$ cat config.mk
export PLATFORM = sky130hd
export DESIGN_NAME = fec_framer
export DESIGN_NICKNAME = d
export VERILOG_FILES = /design/src/rtl/fec_framer.sv
export SDC_FILE = /design/constraint.sdc
export NUM_CORES = 1
export LEC_CHECK = 0
export CORE_MARGIN = 8
export CORE_UTILIZATION = 58
export DETAILED_ROUTE_END_ITERATION = 7
export DONT_BUFFER_PORTS = 1
export HOLD_SLACK_MARGIN = 0.06
export PLACE_DENSITY = 0.74
export SLEW_MARGIN = 40
export SYNTH_ARGS = -nofsm -noshare
export SYNTH_HDL_FRONTEND = slang
export SYNTH_SLANG_ARGS = --single-unit
$ cat constraint.sdc
create_clock -name clk -period 3 [get_ports clk]
set_input_delay 0.3 -clock clk [delete_from_list [all_inputs] [get_ports clk]]
set_output_delay 0.3 -clock clk [all_outputs]
set_load 0.03 [all_outputs]
$ cat src/rtl/fec_framer.sv
module fec_framer #(
  parameter int LVL_W      = 16,
  parameter int FRAME_BITS = 512,
  parameter int PAY_BITS   = 492,
  parameter int PAR_BITS   = 18,
  parameter logic [PAR_BITS-1:0] GEN = 18'h095C9,
  parameter logic [7:0] ALIGN = 8'b0001_1011
) (
  input  logic             clk,
  input  logic             rst_n,
  input  logic             frame_en,
  input  logic             force_stuff,
  input  logic             bit_en,
  input  logic             cts_n,
  input  logic             rdy,
  input  logic [LVL_W-1:0] buf_level,
  input  logic [7:0]       rd_data,
  output logic             rd_req,
  output logic             val_n,
  output logic             td,
  output logic             stuff_o
);
  localparam int POS_W     = $clog2(FRAME_BITS);
  localparam int PAY_BYTES = (PAY_BITS + 7) / 8;
  localparam logic [POS_W-1:0] P_FILL = POS_W'(1);
  localparam logic [POS_W-1:0] P_PAY0 = POS_W'(2);
  localparam logic [POS_W-1:0] P_PAYN = POS_W'(1 + PAY_BITS);
  localparam logic [POS_W-1:0] P_LAST = POS_W'(FRAME_BITS - 1);
  localparam logic [LVL_W-1:0] NEED_L = LVL_W'(PAY_BYTES);

  logic [POS_W-1:0]    pos;
  logic [2:0]          align_idx;
  logic [2:0]          cnt;
  logic [7:0]          sh;
  logic [PAR_BITS-1:0] par;
  logic                stuffed_q;
  logic                nxt;

  wire run       = bit_en && !val_n;
  wire stuff_now = force_stuff || (buf_level < NEED_L);
  wire in_pay    = frame_en ? (pos >= P_PAY0 && pos <= P_PAYN && !stuffed_q) : 1'b1;
  wire buf_empty = (buf_level == '0);
  wire adv       = run && in_pay && (cnt != 3'd0 || frame_en || !buf_empty);
  wire data_bit  = (cnt == 3'd0) ? rd_data[7] : sh[7];

  assign rd_req = adv && (cnt == 3'd0);

  always_comb begin
    if (!frame_en)             nxt = (cnt == 3'd0 && buf_empty) ? 1'b1 : data_bit;
    else if (pos == '0)        nxt = ALIGN[3'd7 - align_idx];
    else if (pos == P_FILL)    nxt = !stuffed_q;
    else if (pos <= P_PAYN)    nxt = stuffed_q ? 1'b1 : data_bit;
    else                       nxt = par[PAR_BITS-1];
  end

  always_ff @(posedge clk) begin
    if (!rst_n) begin
      val_n     <= 1'b1;
      td        <= 1'b1;
      stuff_o   <= 1'b0;
      pos       <= '0;
      align_idx <= '0;
      cnt       <= '0;
      sh        <= '0;
      par       <= '0;
      stuffed_q <= 1'b0;
    end else begin
      if (bit_en && val_n && !cts_n && rdy) val_n <= 1'b0;
      if (bit_en) stuff_o <= run && frame_en && pos == '0 && stuff_now;
      if (run) td <= nxt;
      if (adv) begin
        if (cnt == 3'd0) begin
          sh  <= {rd_data[6:0], 1'b0};
          cnt <= 3'd7;
        end else begin
          sh  <= {sh[6:0], 1'b0};
          cnt <= cnt - 3'd1;
        end
      end
      if (!frame_en) pos <= '0;
      else if (run) begin
        if (pos == '0) begin
          stuffed_q <= stuff_now;
          par       <= '0;
        end else if (pos <= P_PAYN)
          par <= {par[PAR_BITS-2:0], 1'b0} ^ ((nxt ^ par[PAR_BITS-1]) ? GEN : '0);
        else
          par <= {par[PAR_BITS-2:0], 1'b0};
        if (pos == P_LAST) begin
          pos       <= '0;
          align_idx <= align_idx + 3'd1;
        end else pos <= pos + POS_W'(1);
      end
    end
  end

  AST_VAL_STICKY: assert property (@(posedge clk) disable iff (!rst_n) !val_n |=> !val_n);
  AST_LINE_QUIET: assert property (@(posedge clk) disable iff (!rst_n) val_n |-> (td && !stuff_o && !rd_req));
  AST_READ_GUARD: assert property (@(posedge clk) disable iff (!rst_n) rd_req |-> (bit_en && !buf_empty));
  AST_STUFF_NO_READ: assert property (@(posedge clk) disable iff (!rst_n) (frame_en && stuffed_q && pos >= P_FILL) |-> !rd_req);
  AST_STUFF_ONE_BIT: assert property (@(posedge clk) disable iff (!rst_n) (stuff_o && bit_en) |=> !stuff_o);
  AST_RAW_NO_STUFF: assert property (@(posedge clk) disable iff (!rst_n) !frame_en |=> !stuff_o || !$past(bit_en));
endmodule

Word-level counts from Yosys, hierarchy flattened
Memories as Yosys holds them, arrays and structs flattened.
Cells that the tools add are included.
{ "totals": {"romBits": 8, "mem_bits_rw": 0, "out_inout_bits": 4, "elab_cells": 65, "in_bits": 31, "latch_bits": 0, "regBits": 45, "n_memories": 1} }
{ "memory_table": {"columns": ["name", "words", "width", "rd", "rd_clocked_by_memory_dff", "wr", "line", "source"], "rows": [
  ["(name not given)", 8, 1, 1, 0, 0, "50", "else if (pos == '0) nxt = ALIGN[3'd7 - align_idx];"]
]} }
{ "op_classes": {"n_shift": 0, "magnitude_cmp": 4, "n_addsub": 4, "div_mod_pow": 0, "n_eq_ne": 2, "multipliers": 0, "n_reduce_logical": 28, "bitwise": 2, "n_mux": 15} }
{ "ops": {"columns": ["cell", "n"], "rows": [
  ["$mux 18", 2],
  ["$xor 18x16->18", 1],
  ["$logic_not 16->1", 1],
  ["$lt 16x6->1 const B", 1],
  ["$mux 16", 1],
  ["$logic_and 1x1->1", 13],
  ["$add 9x1->9 const B", 1],
  ["$eq 9x1->1 const B", 1],
  ["$eq 9x9->1 const B", 1],
  ["$ge 9x2->1 const B", 1],
  ["$le 9x9->1 const B", 1],
  ["$logic_not 9->1", 1],
  ["$mux 1", 9],
  ["$mux 9", 1],
  ["$mux 8", 1],
  ["$reduce_and 3->1", 2],
  ["$logic_not 1->1", 4],
  ["$lt 3x4->1 const B", 1],
  ["$reduce_and 2->1", 2],
  ["$add 3x1->3 const B", 1],
  ["$logic_not 3->1", 1],
  ["$logic_or 1x1->1", 3],
  ["$mux 3", 1],
  ["$reduce_bool 3->1", 1],
  ["3 further kinds", 3]
]} }

Depth between registers and ports, before layout
Gate-level depths: netlist of the first run.
{ "depth": {"ltp_word": 12, "mapped_depth": 11, "ltp_nobuf": 9} }

Least setup slack after synthesis of the first run
OpenSTA, ideal clock, no wires.
{ "synth_path": {"path_type": "register to register", "start": "register pos[1]", "end": "register par[10]", "slack_ns": 0.613, "setup_ns": 0.073, "path_buffers": 1, "required_time_ns": 2.927, "path_stages_with_launch": 10, "period_less_slack_ns": 2.387, "arrival_ns": 2.314, "path_cell_list": "dfxtp_1 > inv_1 > ha_1 > or4_4 > a32oi_4 > a211oi_4 > xnor2_1 > or3_1 > buf_6 > o211ai_2"} }
{ "synth_between": {"elab_chain_len": 10, "elab_cells_between_ends": 12, "cone_classes": "1 x order compare; 1 x eq/ne; 7 x mux; 2 x bitwise; 1 x reduce/logical"} }
{ "synth_rtl": {"columns": ["item", "line", "source"], "rows": [
  ["start, declared", "31", "logic [POS_W-1:0] pos;"],
  ["start signal, assigned", "92", "end else pos <= pos + POS_W'(1);"],
  ["$le 9x9->1", "52, 85", null],
  ["$mux 1", "52", "else if (pos <= P_PAYN) nxt = stuffed_q ? 1'b1 : data_bit;"],
  ["$mux 1", "51", "else if (pos == P_FILL) nxt = !stuffed_q;"],
  ["$mux 1", "50", null],
  ["$mux 1", "49", "if (!frame_en) nxt = (cnt == 3'd0 && buf_empty) ? 1'b1 : data_bit;"],
  ["$xor 1x1->1", "86", "par <= {par[PAR_BITS-2:0], 1'b0} ^ ((nxt ^ par[PAR_BITS-1]) ? GEN : '0);"],
  ["$mux 16", "86", null],
  ["$xor 18x16->18", "86", null],
  ["$mux 18", "85", "end else if (pos <= P_PAYN)"],
  ["$mux 18 *", "82", "if (pos == '0) begin"],
  ["end signal, assigned", "86", null],
  ["end signal, assigned", "88", "par <= {par[PAR_BITS-2:0], 1'b0};"],
  ["end, declared", "35", "logic [PAR_BITS-1:0] par;"]
]} }
Mark *: on every way between the ends. The rest lies on a longest branch, timed or not.
A chain may end at the register's enable or synchronous reset.

Worst setup path after layout of the first run
{ "layout_path": {"start": "register pos[1]", "end": "register par[3]"} }
The elaborated chain is that of the path after synthesis.

==> results of run 1 <==
[area by class of cell]
cell class	instances	area (um^2)	area share (%)
clock buffer	5	68.8	2.77
clock inverter	3	90.1	3.63
inverter	7	26.3	1.06
multi-input combinational	188	1310	52.7
sequential	44	881	35.5
tap	48	60.1	2.42
timing repair buffer	6	47.5	1.92
[sequential cells by signal, summed over array words and instances (netlist names)]
name / cells
stuffed_q: 1
val_n: 1
cnt: 3
align_idx: 3
par: 18
pos: 9
stuff_o: 1
td: 1
sh: 7
[layout by cell type, fill, tap and decap left out, types with 2 or more instances in the layout]
master and n:
dfxtp_1 44, xor2_1 3, or3_1 4, nor2b_1 14
buf_4 5, inv_1 7, mux2i_1 10, ha_1 8
o211ai_2 7, o21ai_0 6, a22oi_1 18, and3_1 3
o211a_1 9, a31oi_1 2, a21oi_1 10, nor2_1 15
and2_1 4, nor4_1 3, bufinv_16 3, a21o_1 2
nand2_1 36, clkbuf_8 5, nand2b_1 2, xnor2_1 3
nor3_1 2, nand4_1 5, nand3_1 7
[worst max-delay path by stage]
stage	from	slack [ns]	to	cells past startpoint
3_5_place_dp	pos[1]	0.40	par[3]	8
3_3_place_gp	pos[1]	0.45	par[15]	8
4_1_cts	pos[1]	0.35	par[10]	8
5_1_grt	pos[1]	0.18	par[10]	8
2_1_floorplan	pos[1]	0.61	par[10]	9
6_report	pos[1]	0.36	par[3]	8
[worst max-delay path, stage by stage (launching register included)]
cell and delay, ns:
dfxtp_1 0.43, inv_1 0.12, ha_1 0.23, or4_4 0.55, a32oi_4 0.27, a211oi_4 0.11
xnor2_1 0.12, or3_1 0.53, o211ai_2 0.20
[metal layers]
layer	wire length, um	vias up
met3	181	6
met2	2230	22
met5	0	-
li1	-	900
met4	46	0
met1	2130	842
[report_power, final]
part / total, W / leakage, nW / internal, W / switching (W)
clock network: 0.000621 / 0.0784 / 0.000416 / 0.000205
logic: 0.0000574 / 0.631 / 0.0000281 / 0.0000293
registers: 0.000595 / 0.355 / 0.000588 / 0.00000648
total: 0.00127 / 1.06 / 0.00103 / 0.000241
[metrics by stage]
stage / std cells / util [%]
finish: 301 / 66.8
global route: 301 / 66.8
CTS: 301 / 66.8
detailed placement: 292 / 62.2
global placement: 292 / 62.2
floorplan: 251 / -
[kinds of logic (layout without fill, tap and decap cells)]
family	after synthesis	after routing
AND/OR/NAND/NOR	102	102
AO/OA/AOI/OAI	61	61
flip-flops	44	44
buffers and inverters	19	21
multiplexers	11	11
adder cells (fa/ha/maj)	8	8
XOR/XNOR	6	6
[timing repair]
action	in CTS	in global routing
resized for setup	0	0
hold endpoints to repair	1	0
hold buffers	1	0
==> flow_summary.json, run 1 <==
{
  "layout.nets": 291,
  "synth_compound_gate_area_share_pct": 22.4,
  "r2r_slack_ns": 0.36,
  "die_h_um": 78.6,
  "reg2regPathDepth": 8,
  "htreeDepth": 2,
  "n_antenna_cell": 0,
  "place_ws_ns": 0.400,
  "detail_route.vias_per_cell": 5.88,
  "crit_required_ns": 3.24,
  "hold_start": "rst_n",
  "finalSetupViolations": 0,
  "crit_path_max_fanout": 8,
  "syn-cell-area_um2": 2280,
  "post_cts_buffers": 0,
  "rows": 22,
  "max_slew_margin_pct": 59.2,
  "clock-sinks": 44,
  "tns_ns": 0,
  "yosysMostFrequentCell": "dfxtp_1",
  "clockBufferDepth": 2,
  "p_total_w": 0.00127,
  "vias": 1770,
  "drive_above_1_share_pct": 11.1,
  "track_usage_pct": 15.2,
  "cp-end-kind": "register",
  "yosys_warnings": 0,
  "ys.flop_type": "dfxtp_1",
  "max_freq_mhz": 379,
  "wl_per_cell_um": 15.2,
  "grtUsageMet1_pct": 17.7,
  "ys_seq_area_share_pct": 38.7,
  "synthMuxAreaShare_pct": 4.89,
  "syn_nets": 290,
  "syn_area_per_cell_um2": 9.07,
  "period_share_pct": 87.9,
  "synth_top_family_by_area": "simple AND/OR/NAND/NOR gates",
  "synthArstFlopShare_pct": 0,
  "use_met2_pct": 25.4,
  "place_area_um2": 2310,
  "finalWirelength_um": 4580,
  "drtIter0Drc": 76,
  "grt_max_degree": 33,
  "rr_endpoint": "par[3]",
  "io-pin-count": 35,
  "p_leak_nw": 1.06,
  "synth-xor-area-share_pct": 2.31,
  "clk_pin_slew_ns": 0.09,
  "busiest_layer": "met2",
  "timing.hold.ws_ns": 0.0818,
  "die_area_um2": 6180,
  "fill_cells": 320,
  "grt_pass1_wl_um": 7720,
  "cts_buffers": 5,
  "cp.arrival_ns": 2.87,
  "synth_top_cell_area_share_pct": 38.7,
  "dp_hpwl_um": 3240,
  "final_antenna_net_count": 0,
  "power.density_nw_per_um2": 513,
  "status": "complete, no violations",
  "final_max_slew_viol_count": 0,
  "finClkSkew_ns": 0.00776,
  "worst_slack_ns": 0.363,
  "grt_use_met3_pct": 5.24,
  "grt_antenna_before_repair": 0,
  "synth_top_area_cell": "dfxtp_1",
  "yosys-top-cells-area": "dfxtp_1, a22oi_1, nand2_1, ha_1, mux2i_1",
  "timing.rr.start": "pos[1]",
  "cts_tree": "yes",
  "grt_overflow": 0,
  "vdd_ir_drop_max_mv": 0.485,
  "drc": 0,
  "port_buffers": 0,
  "rsz0062_at_grt": "no",
  "start_util_pct": 61.2,
  "finalCriticalPeriod_ns": 2.64,
  "die_w_um": 78.6,
  "synth_fa_ha_area_share_pct": 4.40,
  "syn_to_final_growth_pct": 9.02,
  "synth_simple_gate_area_share_pct": 23.5,
  "critPathKind": "reg2reg",
  "synth_edf_count": 0,
  "synth_seq_cells": 44,
  "ys_types": 43,
  "synth_common_cells": "dfxtp_1, nand2_1, a22oi_1, nor2_1, nor2b_1",
  "startpoint_type": "register",
  "cts-root-buf": "clkbuf_8",
  "stdcell_area_um2": 2480,
  "holdPathEnd": "td",
  "clk_latency_ns": 0.30,
  "synthCells": 251,
  "min_path_type": "in2reg",
  "coreArea_um2": 3720,
  "place_congestion": 0.827,
  "grt_pass1_vias": 1720,
  "whs_path_depth": 1,
  "drv_cap": 0,
  "tightest_slew_ns": 0.612,
  "dr.pass1.iters": 4,
  "final_hold_viol_count": 0
}
Note: power is estimated with default switching activity, not from simulation.
==> run 2, diff against run 1 <==
- CORE_UTILIZATION: 58 -> 35
- PLACE_DENSITY: 0.74 -> default
==> flow_summary.json, run 2 (same netlist as run 1, synthesis figures left out) <==
{
  "drc": 0,
  "cts_buffers": 5,
  "n_antenna_cell": 0,
  "syn_to_final_growth_pct": 8.52,
  "status": "complete, no violations",
  "htreeDepth": 2,
  "finalCriticalPeriod_ns": 2.64,
  "finClkSkew_ns": 0.00942,
  "p_total_w": 0.00111,
  "critPathKind": "reg2reg",
  "final_common_cell": "dfxtp_1",
  "finalWirelength_um": 4690,
  "place_congestion": 0.832,
  "detail_route.vias_per_cell": 5.35,
  "period_share_pct": 88.0,
  "layout_common_cells": "dfxtp_1, nand2_1, a22oi_1, nor2_1, nor2b_1",
  "final_max_slew_viol_count": 0,
  "layout.nets": 291,
  "grt_max_degree": 33,
  "wl_per_cell_um": 14.2,
  "crit_family": "simple AND/OR/NAND/NOR gates",
  "grt_antenna_before_repair": 0,
  "grt_pass1_wl_um": 8060,
  "clk_latency_ns": 0.30,
  "finalSetupViolations": 0,
  "slowest_stage": "or4_4",
  "drtIter0Drc": 105,
  "crit_required_ns": 3.23,
  "clock-sinks": 44,
  "die_h_um": 96.6,
  "crit_path_max_fanout": 8,
  "vias": 1765,
  "clockBufferDepth": 2,
  "final_antenna_net_count": 0,
  "vdd_ir_drop_max_mv": 0.190,
  "cts-root-buf": "clkbuf_8",
  "die_area_um2": 9340,
  "drv_cap": 0,
  "startpoint_type": "register",
  "post_cts_buffers": 0,
  "tns_ns": 0,
  "clk_pin_slew_ns": 0.09,
  "dr.pass1.iters": 4,
  "start_util_pct": 36.0,
  "final_hold_viol_count": 0,
  "coreArea_um2": 6310,
  "rows": 29,
  "largest_reg_flops": 18,
  "tightest_slew_ns": 0.457,
  "io-pin-count": 35,
  "rsz0062_at_grt": "no",
  "cts_tree": "yes",
  "min_path_type": "in2reg",
  "track_usage_pct": 9.99,
  "port_buffers": 0,
  "die_w_um": 96.6,
  "max_freq_mhz": 379,
  "max_stage_delay_ns": 0.56,
  "p_leak_nw": 1.04,
  "dp_hpwl_um": 3420,
  "drive_above_1_share_pct": 11.1,
  "grt_overflow": 0,
  "dp_cells": 321,
  "power.density_nw_per_um2": 448,
  "final_cell_count_no_fill": 330,
  "path_buf_inv": 1,
  "cp.arrival_ns": 2.86,
  "max_slew_margin_pct": 69.4,
  "regMostFlops": "par",
  "cp-end-kind": "register",
  "reg_top3": "par (18), pos (9), sh (7)",
  "crit_chain": "inv_1 > ha_1 > or4_4 > a32oi_4 > a211oi_4 > xnor2_1 > or3_1 > o211ai_2",
  "grt_pass1_vias": 1678
}
[run 2: changes by cell type in the layout (fill, tap and decap cells not counted)]
cell	change
bufinv_16	-2
clkinv_2	+1
clkinvlp_4	+1
[run 2: worst paths after layout]
| path | start | slack, ns | endpoint | cells after the start |
|---|---|---|---|---|
| setup reg to reg | pos[1] | 0.36 | par[10] | 8 |
| setup / recovery | pos[1] | 0.36 | par[10] | 8 |
| hold reg to reg | par[0] | 0.46 | par[0] | 2 |
| hold / removal | rst_n | 0.08 | val_n | 1 |
[run 2: worst register-to-register path, delay by kind of cell, from the launching register on]
family / cells / cell delay [ns]
DFF: 1 / 0.43
AOI/OAI and AO/OA: 3 / 0.58
and+or+nand+nor: 2 / 1.09
xor gates and xnor gates: 1 / 0.13
adders and majority gates: 1 / 0.24
buffers and inverters: 1 / 0.11
[run 2: report_power, final]
| group | total (W) | switching [W] | internal (W) |
|---|---|---|---|
| logic | 0.0000576 | 0.0000294 | 0.0000282 |
| registers | 0.000595 | 0.00000661 | 0.000588 |
| clock network | 0.000453 | 0.000206 | 0.000246 |
| total | 0.00111 | 0.000242 | 0.000863 |
[run 2: stage by stage]
| stage | hold WS (ns) | util, % | worst slack [ns] | cell area (um^2) |
|---|---|---|---|---|
| after detailed placement | 0.382 | 37.2 | 0.365 | 2350 |
| after floorplan | 0.422 | - | 0.613 | 2280 |
| final | 0.0837 | 39.1 | 0.361 | 2470 |
| after global routing | 0.0708 | 39.1 | 0.167 | 2470 |
| after global placement | 0.372 | 37.2 | 0.447 | 2350 |
| after CTS | 0.0692 | 39.1 | 0.334 | 2470 |
[run 2: final cells by class]
type | instances | area, um^2
fillers | 653 | 3840
multi-input cells | 188 | 1310
flip-flops and latches | 44 | 881
well taps | 77 | 96.3
clock buffers | 5 | 68.8
repair buffers | 6 | 47.5
clock inverters | 3 | 42.5
inverters | 7 | 26.3
[run 2: layer usage]
layer	vias to the layer above	global-route usage, %	part of all wire [%]
met5	-	0	0
met4	0	3.67	2.1
met3	8	3.98	5.4
met2	24	16.7	47
met1	835	11.2	45
li1	898	-	-
[run 2: timing repair]
item | 4_1_cts | 5_1_grt
setup endpoints to repair | 0 | 0
hold buffers | 1 | 0
gates resized for setup | 0 | 0
endpoints found under the hold margin | 1 | 0
==> run 3, diff against run 2 <==
- CORE_ASPECT_RATIO: default -> 1.25
==> flow_summary.json, run 3 (same netlist as run 1, synthesis figures left out) <==
{
  "layout.nets": 290,
  "final_common_cell": "dfxtp_1",
  "final_hold_viol_count": 0,
  "grt_pass1_wl_um": 8470,
  "max_freq_mhz": 380,
  "reg2regPathDepth": 8,
  "cts_tree": "yes",
  "grt_max_degree": 33,
  "r2r_slack_ns": 0.37,
  "final_antenna_net_count": 0,
  "detail_route.vias_per_cell": 5.20,
  "regMostFlops": "par",
  "timing.rr.start": "pos[1]",
  "die_w_um": 88.1,
  "cts-root-buf": "clkbuf_8",
  "holdPathEnd": "val_n",
  "cp.arrival_ns": 2.85,
  "final_max_slew_viol_count": 0,
  "rsz0062_at_grt": "no",
  "largest_reg_flops": 18,
  "finClkSkew_ns": 0.00448,
  "clk_pin_slew_ns": 0.08,
  "period_share_pct": 87.7,
  "dp_hpwl_um": 3470,
  "layout_common_cells": "dfxtp_1, nand2_1, a22oi_1, nor2_1, nor2b_1",
  "drtIter0Drc": 108,
  "vdd_ir_drop_max_mv": 0.266,
  "grt_pass1_vias": 1809,
  "hold_start": "rst_n",
  "finalSetupViolations": 0,
  "p_leak_nw": 1.03,
  "port_buffers": 0,
  "track_usage_pct": 11.2,
  "post_cts_buffers": 0,
  "max_slew_margin_pct": 66.9,
  "place_congestion": 0.790,
  "finalCriticalPeriod_ns": 2.63,
  "drv_cap": 0,
  "syn_to_final_growth_pct": 7.81,
  "coreArea_um2": 6440,
  "dr.pass1.iters": 4,
  "hold_buffers": 0,
  "vias": 1763,
  "drive_above_1_share_pct": 11.1,
  "finalWirelength_um": 4750,
  "n_antenna_cell": 0,
  "io-pin-count": 35,
  "crit_required_ns": 3.22,
  "min_path_type": "in2reg",
  "tightest_slew_ns": 0.493,
  "drc": 0,
  "status": "complete, no violations",
  "die_area_um2": 9350,
  "cts_buffers": 5,
  "htreeDepth": 2,
  "clockBufferDepth": 2,
  "crit_path_max_fanout": 8,
  "tns_ns": 0,
  "post_cts_resize_count": 0,
  "grt_antenna_before_repair": 0,
  "wl_per_cell_um": 14.0,
  "power.density_nw_per_um2": 425,
  "rr_endpoint": "par[12]",
  "die_h_um": 106,
  "clk_latency_ns": 0.29,
  "clock-sinks": 44,
  "rows": 33,
  "cp-end-kind": "register",
  "reg_top3": "par (18), pos (9), sh (7)",
  "startpoint_type": "register",
  "grt_overflow": 0,
  "whs_path_depth": 1,
  "timing.hold.ws_ns": 0.0751,
  "critPathKind": "reg2reg",
  "start_util_pct": 35.3
}
## run 3: cell count changes in the layout (fill, tap and decap cells not counted)
cell | previous run | this run
bufinv_16 | 1 | 0
clkbuf_8 | 5 | 6
clkinv_2 | 1 | 2
clkinvlp_4 | 1 | 0
dlygate4sd3_1 | 1 | 0
## run 3: worst max path at each step
stage	start	to	slack, ns	cells after the start
2_1_floorplan	pos[1]	par[10]	0.61	9
3_3_place_gp	pos[1]	par[15]	0.43	8
3_5_place_dp	pos[1]	par[12]	0.38	8
4_1_cts	pos[1]	par[12]	0.35	8
5_1_grt	pos[1]	par[12]	0.23	8
6_report	pos[1]	par[12]	0.37	8
## run 3: final cells by class
class	instances	area, um^2
Fill cell	696	3990
Sequential cell	44	881
Clock inverter	2	10.0
Multi-Input combinational cell	188	1310
Tap cell	87	109
Timing Repair Buffer	5	37.5
Clock buffer	6	82.6
Inverter	7	26.3
## run 3: critical path: stages, from the launching register on
cell	delay, ns
dfxtp_1	0.42
inv_1	0.10
ha_1	0.24
or4_4	0.56
a32oi_4	0.27
a211oi_4	0.11
xnor2_1	0.13
or3_1	0.53
o211ai_2	0.20
## run 3: routing by layer
metal	up-vias	routed length [um]	global-route usage, %	part of all wire, %
met4	0	72	4.36	1.5
met5	-	0	0	0
li1	896	-	-	-
met1	843	2040	12.2	43
met3	4	152	2.85	3.2
met2	20	2490	19.8	52
## run 3: where the power goes
| group | internal (W) | total, W | switching, W |
|---|---|---|---|
| clock | 0.000184 | 0.000391 | 0.000207 |
| combinational | 0.0000273 | 0.0000559 | 0.0000286 |
| sequential | 0.000588 | 0.000595 | 0.00000654 |
## run 3: metrics by stage
stage                     utilization, %  total power (W)  instance area, um^2  setup WS [ns]  instances
after CTS                           38.1          0.00106                 2450          0.354        339
after global placement              36.7         0.000665                 2360          0.430        331
after global routing                38.1          0.00109                 2450          0.226        339
final                               38.1          0.00104                 2450          0.370        339
after detailed placement            36.7         0.000666                 2360          0.377        331
after floorplan                        -         0.000662                 2280          0.613        251
